==> src/rtl/prio_vec_intc.sv <==
module prio_vec_intc #(
  parameter int VEC_W  = 16,
  parameter int MASK_W = 10
) (
  input  logic             clk,
  input  logic             rst_n,
  input  logic [2:0]       xirq_n,
  input  logic [2:0]       core_evt,
  input  logic             cfg_we,
  input  logic [1:0]       cfg_sel,
  input  logic [15:0]      cfg_wdata,
  input  logic             vec_ack,
  input  logic             rti,
  output logic             vec_valid,
  output logic [VEC_W-1:0] vec_addr
);

  logic [2:0]        sy1, sy2, sy3;
  logic [MASK_W-1:0] mask_q;
  logic [2:0]        edge_q;
  logic              nest_q;
  logic [7:0]        pend_q, act_q;
  logic [2:0]        win, top;
  logic              hit;

  wire [7:0] mask8   = {mask_q[9], mask_q[6:0]};
  wire [2:0] fall    = sy3 & ~sy2 & edge_q;
  wire [2:0] lvl     = ~sy2 & ~edge_q;
  wire [7:0] ext_set = {fall[2], 4'b0, fall[1], fall[0], 1'b0};
  wire [7:0] lvl_req = {lvl[2], 4'b0, lvl[1], lvl[0], 1'b0};
  wire [7:0] evt_set = {1'b0, core_evt[2], core_evt[1], 4'b0, core_evt[0]};
  wire [7:0] req     = (pend_q | lvl_req) & mask8;
  wire       busy    = |act_q;

  always_comb begin
    win = 3'd0;
    hit = 1'b0;
    for (int i = 0; i < 8; i++)
      if (req[i]) begin
        win = 3'(i);
        hit = 1'b1;
      end
  end

  always_comb begin
    top = 3'd0;
    for (int i = 0; i < 8; i++)
      if (act_q[i]) top = 3'(i);
  end

  function automatic logic [VEC_W-1:0] slot_vec(input logic [2:0] s);
    case (s)
      3'd7:    slot_vec = VEC_W'(16'h0004);
      3'd6:    slot_vec = VEC_W'(16'h0008);
      3'd5:    slot_vec = VEC_W'(16'h000C);
      3'd4:    slot_vec = VEC_W'(16'h0018);
      3'd3:    slot_vec = VEC_W'(16'h001C);
      3'd2:    slot_vec = VEC_W'(16'h0020);
      3'd1:    slot_vec = VEC_W'(16'h0024);
      default: slot_vec = VEC_W'(16'h0028);
    endcase
  endfunction

  wire       allow  = hit & (~busy | (nest_q & (win > top)));
  wire       take   = vec_ack & allow;
  wire       pop    = rti & busy;
  wire [7:0] win_oh = 8'b1 << win;
  wire [7:0] top_oh = 8'b1 << top;
  wire       wr_fc  = cfg_we && cfg_sel == 2'd1;
  wire [7:0] clr    = wr_fc ? cfg_wdata[7:0]  : 8'h00;
  wire [7:0] frc    = wr_fc ? cfg_wdata[15:8] : 8'h00;

  assign vec_valid = allow;
  assign vec_addr  = allow ? slot_vec(win) : '0;

  always_ff @(posedge clk or negedge rst_n)
    if (!rst_n) begin
      sy1 <= 3'b111;
      sy2 <= 3'b111;
      sy3 <= 3'b111;
    end else begin
      sy1 <= xirq_n;
      sy2 <= sy1;
      sy3 <= sy2;
    end

  always_ff @(posedge clk or negedge rst_n)
    if (!rst_n) begin
      mask_q <= '0;
      edge_q <= '0;
      nest_q <= 1'b0;
    end else if (cfg_we) begin
      if (cfg_sel == 2'd0) mask_q <= cfg_wdata[MASK_W-1:0];
      if (cfg_sel == 2'd2) begin
        edge_q <= cfg_wdata[2:0];
        nest_q <= cfg_wdata[4];
      end
    end

  always_ff @(posedge clk or negedge rst_n)
    if (!rst_n) begin
      pend_q <= '0;
      act_q  <= '0;
    end else begin
      pend_q <= (pend_q & ~clr & ~(take ? win_oh : 8'h00)) | frc | ext_set | evt_set;
      act_q  <= (act_q & ~(pop ? top_oh : 8'h00)) | (take ? win_oh : 8'h00);
    end

endmodule

==> config.mk <==
export PLATFORM = sky130hd
export DESIGN_NAME = prio_vec_intc
export DESIGN_NICKNAME = d
export VERILOG_FILES = /design/src/rtl/prio_vec_intc.sv
export SDC_FILE = /design/constraint.sdc
export NUM_CORES = 1
export LEC_CHECK = 0
export BUFFER_PORTS_ARGS = -buffer_cell sky130_fd_sc_hd__buf_2
export CAP_MARGIN = 20
export CELL_PAD_IN_SITES_DETAIL_PLACEMENT = 0
export CELL_PAD_IN_SITES_GLOBAL_PLACEMENT = 1
export CORE_MARGIN = 8
export CORE_UTILIZATION = 30
export DETAILED_ROUTE_END_ITERATION = 16
export MAX_ROUTING_LAYER = met4
export PLACE_DENSITY = 0.61
export SYNTH_ARGS = -nofsm -noshare
export SYNTH_HDL_FRONTEND = slang
export SYNTH_SLANG_ARGS = --single-unit
==> constraint.sdc <==
create_clock -name clk -period 6.2 [get_ports clk]
set_clock_uncertainty 0.1 [all_clocks]
set_input_delay 0 -clock clk [delete_from_list [all_inputs] [get_ports clk]]
set_output_delay 0 -clock clk [all_outputs]
set_load 0.02 [all_outputs]
After elaboration in Yosys (flattened, before gate mapping)
Index checks and enable logic that the tools add are counted.
{"block": "totals", "reg_bits": 39, "inputBits": 29, "output_inout_bits": 17, "wordCells": 76}
{"block": "op_classes", "order_cmp": 1, "n_eq_ne": 9, "shifts": 2, "mux": 28, "bitwise_logic": 23, "n_reduce_logical": 5}
{"op": "one-hot mux 6 bit (7 select lines)", "count": 1}
{"op": "2-to-1 mux 3 bit", "count": 11}
{"op": "AND 8 bit", "count": 4}
{"op": "2-to-1 mux 8 bit", "count": 4}
{"op": "OR 8 bit", "count": 4}
{"op": "inverter 8 bit", "count": 3}
{"op": "2-to-1 mux 16 bit", "count": 1}
{"op": "left shift 1 x 3 -> 8 bit (first input constant)", "count": 2}
{"op": "== test 3 bit (second input constant)", "count": 4}
{"op": "2-to-1 mux 1 bit", "count": 10}
{"op": "AND 3 bit", "count": 3}
{"op": "OR 8 x 7 -> 8 bit", "count": 1}
{"op": "OR reduction 8 bit", "count": 1}
{"op": "== test 3 x 2 -> 1 bit (second input constant)", "count": 2}
{"op": "inverter 3 bit", "count": 2}
{"op": "AND 1 bit", "count": 4}
{"op": "AND reduction 2 bit", "count": 2}
{"op": "== test 3 x 1 -> 1 bit (second input constant)", "count": 1}
{"op": "> comparator 3 bit", "count": 1}
{"op": "== test 2 x 1 -> 1 bit (second input constant)", "count": 1}
{"op": "== test 2 bit (second input constant)", "count": 1}
{"op": "zero test 2 bit", "count": 1}
{"op": "2-to-1 mux 2 bit", "count": 1}
{"op": "logical AND 1 bit", "count": 1}
{"op": "other kinds (2)", "count": 2}

Depth between registers and ports, before layout
Gate-level depths: netlist of the first run.
{"block": "depth", "depth_word": 22, "depth_mapped": 10, "ltp_nobuf": 10}

Worst setup path before layout of the first run
OpenSTA, ideal clock, no wires.
{"block": "synth_path", "path_kind": "register to output", "start": "reg sy2[1]", "end": "out vec_addr[5]", "arrival_time_ps": 3205, "path_slack_ps": 2895, "stages_incl_launch_ff": 11, "path_buffers": 0, "cell_sequence": "dfstp_2 -> o21bai_1 -> a21boi_1 -> o211a_1 -> clkinv_1 -> ha_1 -> or2b_1 -> a2111oi_4 -> nor2_1 -> a31oi_2 -> nor3b_1"}
{"block": "synth_via", "elab_chain_len": 15, "word_cells_on_any_way": 29}
{"element": "from (decl)", "line": "18", "text": "logic [2:0] sy1, sy2, sy3;"}
{"element": "from (signal assigned)", "line": "83", "text": "sy2 <= sy1;"}
{"element": "inverter 3 bit *", "line": "28", "text": "wire [2:0] lvl = ~sy2 & ~edge_q;"}
{"element": "AND 3 bit *", "line": "28"}
{"element": "OR 8 bit *", "line": "32", "text": "wire [7:0] req = (pend_q | lvl_req) & mask8;"}
{"element": "AND 8 bit *", "line": "32"}
{"element": "2-to-1 mux 2 bit", "line": "39", "text": "if (req[i]) begin"}
{"element": "2-to-1 mux 3 bit (5 in a row)", "line": "39"}
{"element": "> comparator 3 bit", "line": "64", "text": "wire allow = hit & (~busy | (nest_q & (win > top)));"}
{"element": "AND 1 bit", "line": "64"}
{"element": "OR 1 bit", "line": "64"}
{"element": "AND 1 bit *", "line": "64"}
{"element": "net vec_valid", "line": "14", "text": "output logic vec_valid,"}
{"element": "2-to-1 mux 16 bit *", "line": "74", "text": "assign vec_addr = allow ? slot_vec(win) : '0;"}
{"element": "to (decl)", "line": "15", "text": "output logic [VEC_W-1:0] vec_addr"}
Mark *: on every way through the listed nets, which the timed path passes. The rest lies on a longest branch.

Final worst setup path of the first run
{"block": "layout_path", "start": "reg sy2[1]", "end": "reg pend_q[1]"}
{"block": "layout_via", "elab_chain_len": 21, "word_cells_on_any_way": 28}
{"element": "inverter 3 bit *", "line": "28"}
{"element": "AND 3 bit *", "line": "28"}
{"element": "OR 8 bit *", "line": "32"}
{"element": "AND 8 bit *", "line": "32"}
{"element": "2-to-1 mux 2 bit", "line": "39"}
{"element": "2-to-1 mux 3 bit (5 in a row)", "line": "39"}
{"element": "> comparator 3 bit", "line": "64"}
{"element": "AND 1 bit", "line": "64"}
{"element": "OR 1 bit", "line": "64"}
{"element": "AND 1 bit", "line": "64"}
{"element": "AND 1 bit", "line": "65", "text": "wire take = vec_ack & allow;"}
{"element": "2-to-1 mux 8 bit *", "line": "105", "text": "pend_q <= (pend_q & ~clr & ~(take ? win_oh : 8'h00)) | frc | ext_set | evt_set;"}
{"element": "inverter 8 bit *", "line": "105"}
{"element": "AND 8 bit *", "line": "105"}
{"element": "OR 8 bit * (2 in a row)", "line": "105"}
{"element": "OR 8 x 7 -> 8 bit *", "line": "105"}
{"element": "to (signal assigned)", "line": "105"}
{"element": "to (decl)", "line": "22", "text": "logic [7:0] pend_q, act_q;"}
Every way passes the cells marked *; elsewhere a longest branch is shown, timed or not.
A chain may end at the register's enable or synchronous reset.

==> out/summary.txt, run 1 <==
vias in the first global route = 1745
gr usage total = 0.1110
Worst IR Drop VDD = 169.9 uV
crit path kind = reg -> reg
Setup TNS Final = 0 ps
Post-Synthesis Cells = 188
Post-synth EDFFs = 0
1st-iter DRT viols = 94
CTS H-tree depth = 2
Worst Setup End Kind = register
vias per std cell = 4.768
port buffer count = 33
final HPWL from detailed placement = 3.847 mm
Worst EP required = 6270 ps
register area = 937.1 um2
area used by multi-input combinational logic = 943.4 um2
Async S/R FF share, synth = 1.000
clock sink total = 37
Max Cap Viol = 0
Leakage = 1.136 nW
WL/cell = 15.22 um
later-pin clock latency in the skew report = 290 ps
die height = 96.97 um
flip-flop and latch count after synthesis = 37
setup slack, reg-to-reg = 2130 ps
first element of the critical path = sy2[1]
Antenna diodes = 0
Netlist cell types = 54
synthesized area per cell = 10.46 um2
root buf cell = clkbuf_8
FF-to-FF End = pend_q[1]
fmax = 245.8 MHz
most common cell after layout, fill and taps aside = buf_2
min-delay worst type = in -> reg
Startpoint Class = register
Critical R2R Launch = sy2[1]
ys flop type = dfrtp_1
power per cell area = 421.8 nW/um2
Setup crit end = pend_q[1]
layout cell share with drive strength beyond 1 = 0.2980
Final setup viols = 0
first-pass GRT wire length = 8.459 mm
Seq/Total Area, Yosys = 0.4765
Post-Route WL = 5.053 mm
Num CTS Buffers = 5
Final min period = 4068 ps
slew margin rel. = 0.4519
Core ar. = 6350 um2
status = complete, no violations
first-pass iteration count of the detailed router = 5
R2R depth = 11
Fin. Hold Viols = 0
grt total ovfl = 0
Tcrit/Tclk final = 0.6561
synthesis warning total = 0
post-layout util = 0.4059
row count = 29
worst path arrival time = 4140 ps
GPL Wtd Cong = 0.8894
initial antenna violation count = 0
RSZ-0062 raised after global routing = false
residual DRC count = 0
CTS Buffer Depth = 2
TritonCTS clock tree = built
Ports = 46
Slew Limit Fails = 0
most frequent cells in the layout = 33 x buf_2, 29 x dlygate4sd3_1, 28 x nand2_1, 28 x dfrtp_1, 12 x conb_1
nets = 286
transition time of the tightest slew-check pin = 822.2 ps
fillcell total = 610
Die Area = 9403 um2
critical path fanouts, max = 10
Initial Util = 0.3098
post-route ant nets = 0
Area Growth Syn to Fin = 31.04%
Die X = 96.97 um
via count = 1583
cell area after technology mapping = 1967 um2
Clock Pin Slew Worst Setup and Hold Paths = 90 ps
largest net degree at the start of global routing = 38
## routing by layer
metal	track usage	routed length, um	vias up
li1	-	-	786
met1	0.1386	2480	757
met2	0.1776	2381	33
met3	0.02347	137	7
met4	0.02840	53	0
met5	-	0	-
## synthesized netlist by cell type (2+ instances only)
library cell,count,area (um2)
clkbuf_1,2,7.510
nand2_1,28,105.1
inv_1,7,26.28
o21ai_0,11,55.05
buf_4,12,90.09
a21o_1,2,15.01
nor3_1,4,20.02
nor2_1,8,30.03
o21bai_1,3,22.52
o211ai_1,3,22.52
o22ai_1,2,12.51
mux2_2,11,123.9
a21oi_1,7,35.03
nor4_1,5,31.28
nand4_1,2,12.51
a21boi_1,2,15.01
dfrtp_1,28,700.7
nand2b_1,4,25.02
nor3b_1,2,15.01
dfstp_2,9,236.5
ha_1,3,37.54
## flip-flops by register name, indices dropped and copies added, names as in the netlist
| register | count |
|---|---|
| sy3 | 3 |
| sy1 | 3 |
| pend_q | 8 |
| edge_q | 3 |
| mask_q | 8 |
| act_q | 8 |
| sy2 | 3 |
| nest_q | 1 |
## area by class of cell
cell class	instances	share of cell area
timing repair buffer	62	0.1767
sequential	37	0.3636
clock buffer	5	0.02670
tap	77	0.03738
inverter	8	0.01165
clock inverter	3	0.01796
multi-input combinational	140	0.3660
## worst max-delay path, stage by stage (launching register included)
cell and delay (ps):
dfstp_2 550, o21bai_1 110, a21boi_1 290, o211a_1 250, clkinv_1 230, ha_1 360
or2b_1 260, a2111oi_4 380, o21ai_2 210, nor4_1 460, o221ai_1 170, dlygate4sd3_1 580
## kinds of logic (layout without fill, tap and decap cells)
logic type / count (synthesis) / count (layout) / share of synthesized area
multiplexers: 11 / 11 / 0.06298
AO/OA/AOI/OAI: 47 / 47 / 0.1883
other: 1 / 12 / 0.001907
adder cells (fa/ha/maj): 3 / 3 / 0.01909
AND/OR/NAND/NOR: 67 / 67 / 0.1864
flip-flops: 37 / 37 / 0.4765
buffers and inverters: 22 / 78 / 0.06489
## power breakdown
part	switching (mW)	internal, mW	leakage [nW]
Sequential	0.0448	0.298	0.425
Combinational	0.301	0.231	0.657
Clock	0.0926	0.120	0.0543
## worst min path at each step
stage | slack, ps | from | endpoint | depth (start not counted)
after floorplan | -400 | rst_n | act_q[0] | 0
after global routing | 60 | cfg_sel[1] | mask_q[1] | 4
after global placement | 6 | xirq_n[0] | sy1[0] | 1
after detailed placement | 6 | xirq_n[2] | sy1[2] | 1
final | 20 | cfg_sel[0] | mask_q[1] | 4
after CTS | 20 | cfg_sel[0] | mask_q[1] | 4
## stage by stage
stage,worst slack (ps),instances,power (mW),instance area (um2),hold WS (ps)
2_1_floorplan,2895,199,0.7170,2008,-395.6
3_3_place_gp,2740,295,0.8548,2172,5.712
3_5_place_dp,2677,295,0.8488,2172,6.188
4_1_cts,2130,332,1.094,2577,23.63
5_1_grt,1827,332,1.162,2577,58.51
6_report,2132,332,1.087,2577,16.78
## timing repair
item                                    CTS  global route
resized for setup                         0             0
endpoints found under the setup margin    0             0
hold endpoints to repair                 54             0
hold buffers                             29             0
buffers inserted                          0             0
(Power assumes the default switching activity.)
==> inputs of run 2 (changes only) <==
==> constraint.sdc (replaced) <==
create_clock -name clk -period 4.21 [get_ports clk]
set_clock_uncertainty 0.1 [all_clocks]
set_input_delay 0 -clock clk [delete_from_list [all_inputs] [get_ports clk]]
set_output_delay 0 -clock clk [all_outputs]
set_load 0.02 [all_outputs]
==> run 2 against run 1 <==
Design area rose by 0.19%. Non-clock buffer count did not move. Critical path depth is the same. Sequential share of layout area down 0.071 points. Worst hold slack improved by 13 ps. Count of clock-buffer cells in the layout grew 1. Sequential cell count stayed put. Worst setup slack worse by 2000 ps. Routed wire length shrank 1.8%. Via count is 1.3% higher. Final cell count unchanged. Critical path type unchanged.
==> out/summary.txt, run 2 (synthesized netlist as in run 1, its figures left out) <==
Antenna diodes = 0 (unchanged)
transition time of the tightest slew-check pin = 830.2 ps (+8.004 ps)
nets = 286 (unchanged)
Worst Setup End Kind = register
RSZ-0062 raised after global routing = true
Num CTS Buffers = 5 (unchanged)
placed cells = 295 (unchanged)
1st-iter DRT viols = 91 (-3.2%)
P_sw = 0.6348 mW (+45%)
initial antenna violation count = 0 (unchanged)
Final setup viols = 0 (unchanged)
final total power = 1.605 mW (+48%)
Fin. Hold Viols = 0 (unchanged)
Clock Pin Slew Worst Setup and Hold Paths = 70 ps (-20 ps)
root buf cell = clkbuf_8
Switching Share = 0.3955 (-0.007928)
min-delay worst type = in -> reg
GPL Wtd Cong = 0.8891 (about the same)
R2R depth = 11 (unchanged)
Tcrit/Tclk final = 0.9736 (+0.3174)
gr usage total = 0.1112 (+0.0001872)
Core ar. = 6350 um2 (unchanged)
post-layout instance area = 2582 um2 (+0.19%)
fmax = 244.0 MHz (-0.75%)
first-pass GRT wire length = 8.521 mm (+0.73%)
power per cell area = 621.6 nW/um2 (+47%)
crit path kind = reg -> reg
cell-internal power = 0.9704 mW (+50%)
combinational share of power = 0.486 (-0.003)
clock sink total = 37 (unchanged)
Area after DPL = 2172 um2 (unchanged)
status = complete, no violations
Die Area = 9403 um2 (unchanged)
post-cts resize count = 0 (unchanged)
Critical R2R Launch = sy2[1]
most frequent cells in the layout = 33 x buf_2, 29 x dlygate4sd3_1, 28 x nand2_1, 28 x dfrtp_1, 12 x conb_1
CTS H-tree depth = 2 (unchanged)
vias per std cell = 4.831 (+1.3%)
sequential share of power = 0.313 (-0.002)
Final min period = 4099 ps (+30.57 ps)
critical path fanouts, max = 10 (unchanged)
Worst EP required = 4280 ps (-1990 ps)
Initial Util = 0.3098 (unchanged)
Post-CTS Setup Bufs = 0 (unchanged)
CTS Buffer Depth = 2 (unchanged)
final HPWL from detailed placement = 3.784 mm (-1.6%)
worst path arrival time = 4170 ps (+30 ps)
first-pass iteration count of the detailed router = 4 (-1)
Leakage = 1.140 nW (+0.27%)
largest net degree at the start of global routing = 38 (unchanged)
WHS Endpoint = mask_q[1]
clock power share = 0.201 (+0.005)
Ports = 46 (unchanged)
Slew Limit Fails = 0 (unchanged)
grt total ovfl = 0 (unchanged)
via count = 1604 (+1.3%)
row count = 29 (unchanged)
Hold Path Depth = 4 (unchanged)
post-route ant nets = 0 (unchanged)
slew margin rel. = 0.4466 (-0.005336)
fillcell total = 624 (+2.3%)
most common cell after layout, fill and taps aside = buf_2
die height = 96.97 um (unchanged)
port buffer count = 33 (unchanged)
fin cells = 332 (unchanged)
Max Cap Viol = 0 (unchanged)
Area Growth Syn to Fin = 31.30%
FF-to-FF End = pend_q[5]
Post-Route WL = 4.964 mm (-1.8%)
largest registers = act_q: 8 flops, mask_q: 8 flops, pend_q: 8 flops
setup slack, reg-to-reg = 110 ps (-2020 ps)
Die X = 96.97 um (unchanged)
WL/cell = 14.95 um (-1.8%)
Startpoint Class = register
vias in the first global route = 1723 (-1.3%)
later-pin clock latency in the skew report = 290 ps (about the same)
layout cell share with drive strength beyond 1 = 0.2980 (unchanged)
residual DRC count = 0 (unchanged)
Hold Startpoint = cfg_sel[0]
post-layout util = 0.4067 (+0.0007890)
TritonCTS clock tree = built
Worst IR Drop VDD = 259.0 uV (+52%)
==> run 2: worst max path at each step <==
stage,from,end,slack (ps),cells after the start
5_1_grt,sy2[1],pend_q[5],-130,11
3_3_place_gp,sy2[1],pend_q[5],740,10
4_1_cts,sy2[1],pend_q[5],150,11
3_5_place_dp,sy2[1],pend_q[5],680,10
2_1_floorplan,sy2[1],vec_addr[5],910,10
6_report,sy2[1],pend_q[5],110,11
==> run 2: area by class of cell <==
type | instances | area, um2 | share of cell area
inverter | 8 | 30.03 | 0.01163
sequential | 37 | 937.1 | 0.3629
tap | 77 | 96.34 | 0.03731
clock inverter | 2 | 37.54 | 0.01453
timing repair buffer | 62 | 455.4 | 0.1764
clock buffer | 6 | 82.58 | 0.03198
multi-input combinational | 140 | 943.4 | 0.3653
==> run 2: critical path, stage by stage (launching register included) <==
cell	delay, ps
dfstp_2	540
o21bai_1	110
a21boi_1	290
o211a_1	260
clkinv_1	240
ha_1	360
or2b_1	260
a2111oi_4	390
o21ai_2	210
nor4_1	480
o21ai_0	160
dlygate4sd3_1	570
==> run 2: power by group through the flow <==
stage / sequential [mW] / clock, mW / combinational [mW]
detailed placement: 0.508 / 0 / 0.743
finish: 0.503 / 0.322 / 0.781
CTS: 0.502 / 0.331 / 0.788
floorplan: 0.491 / 0 / 0.565
global placement: 0.510 / 0 / 0.748
global route: 0.514 / 0.346 / 0.869
==> run 2: repair_timing <==
| item | CTS | global route |
|---|---|---|
| hold endpoints to repair | 54 | 0 |
| hold buffers | 29 | 0 |
| endpoints found under the setup margin | 0 | 3 |
==> run 2: per-layer routing <==
metal / vias to the layer above / GRT usage / wire [um] / part of all wire
met2: 43 / 0.1734 / 2318 / 0.47
met1: 765 / 0.1396 / 2398 / 0.48
met5: - / - / 0 / 0
met4: 0 / 0.03077 / 53 / 0.011
met3: 6 / 0.02703 / 193 / 0.039
li1: 790 / - / - / -
==> run 2: through the flow <==
step                worst slack [ps]  TNS, ps  hold WS [ps]
finish                         111.3        0         30.04
global placement               744.9        0         5.666
CTS                            147.6        0         23.11
floorplan                      905.5        0        -395.6
detailed placement             684.2        0         7.005
global route                  -127.9   -267.6         40.94
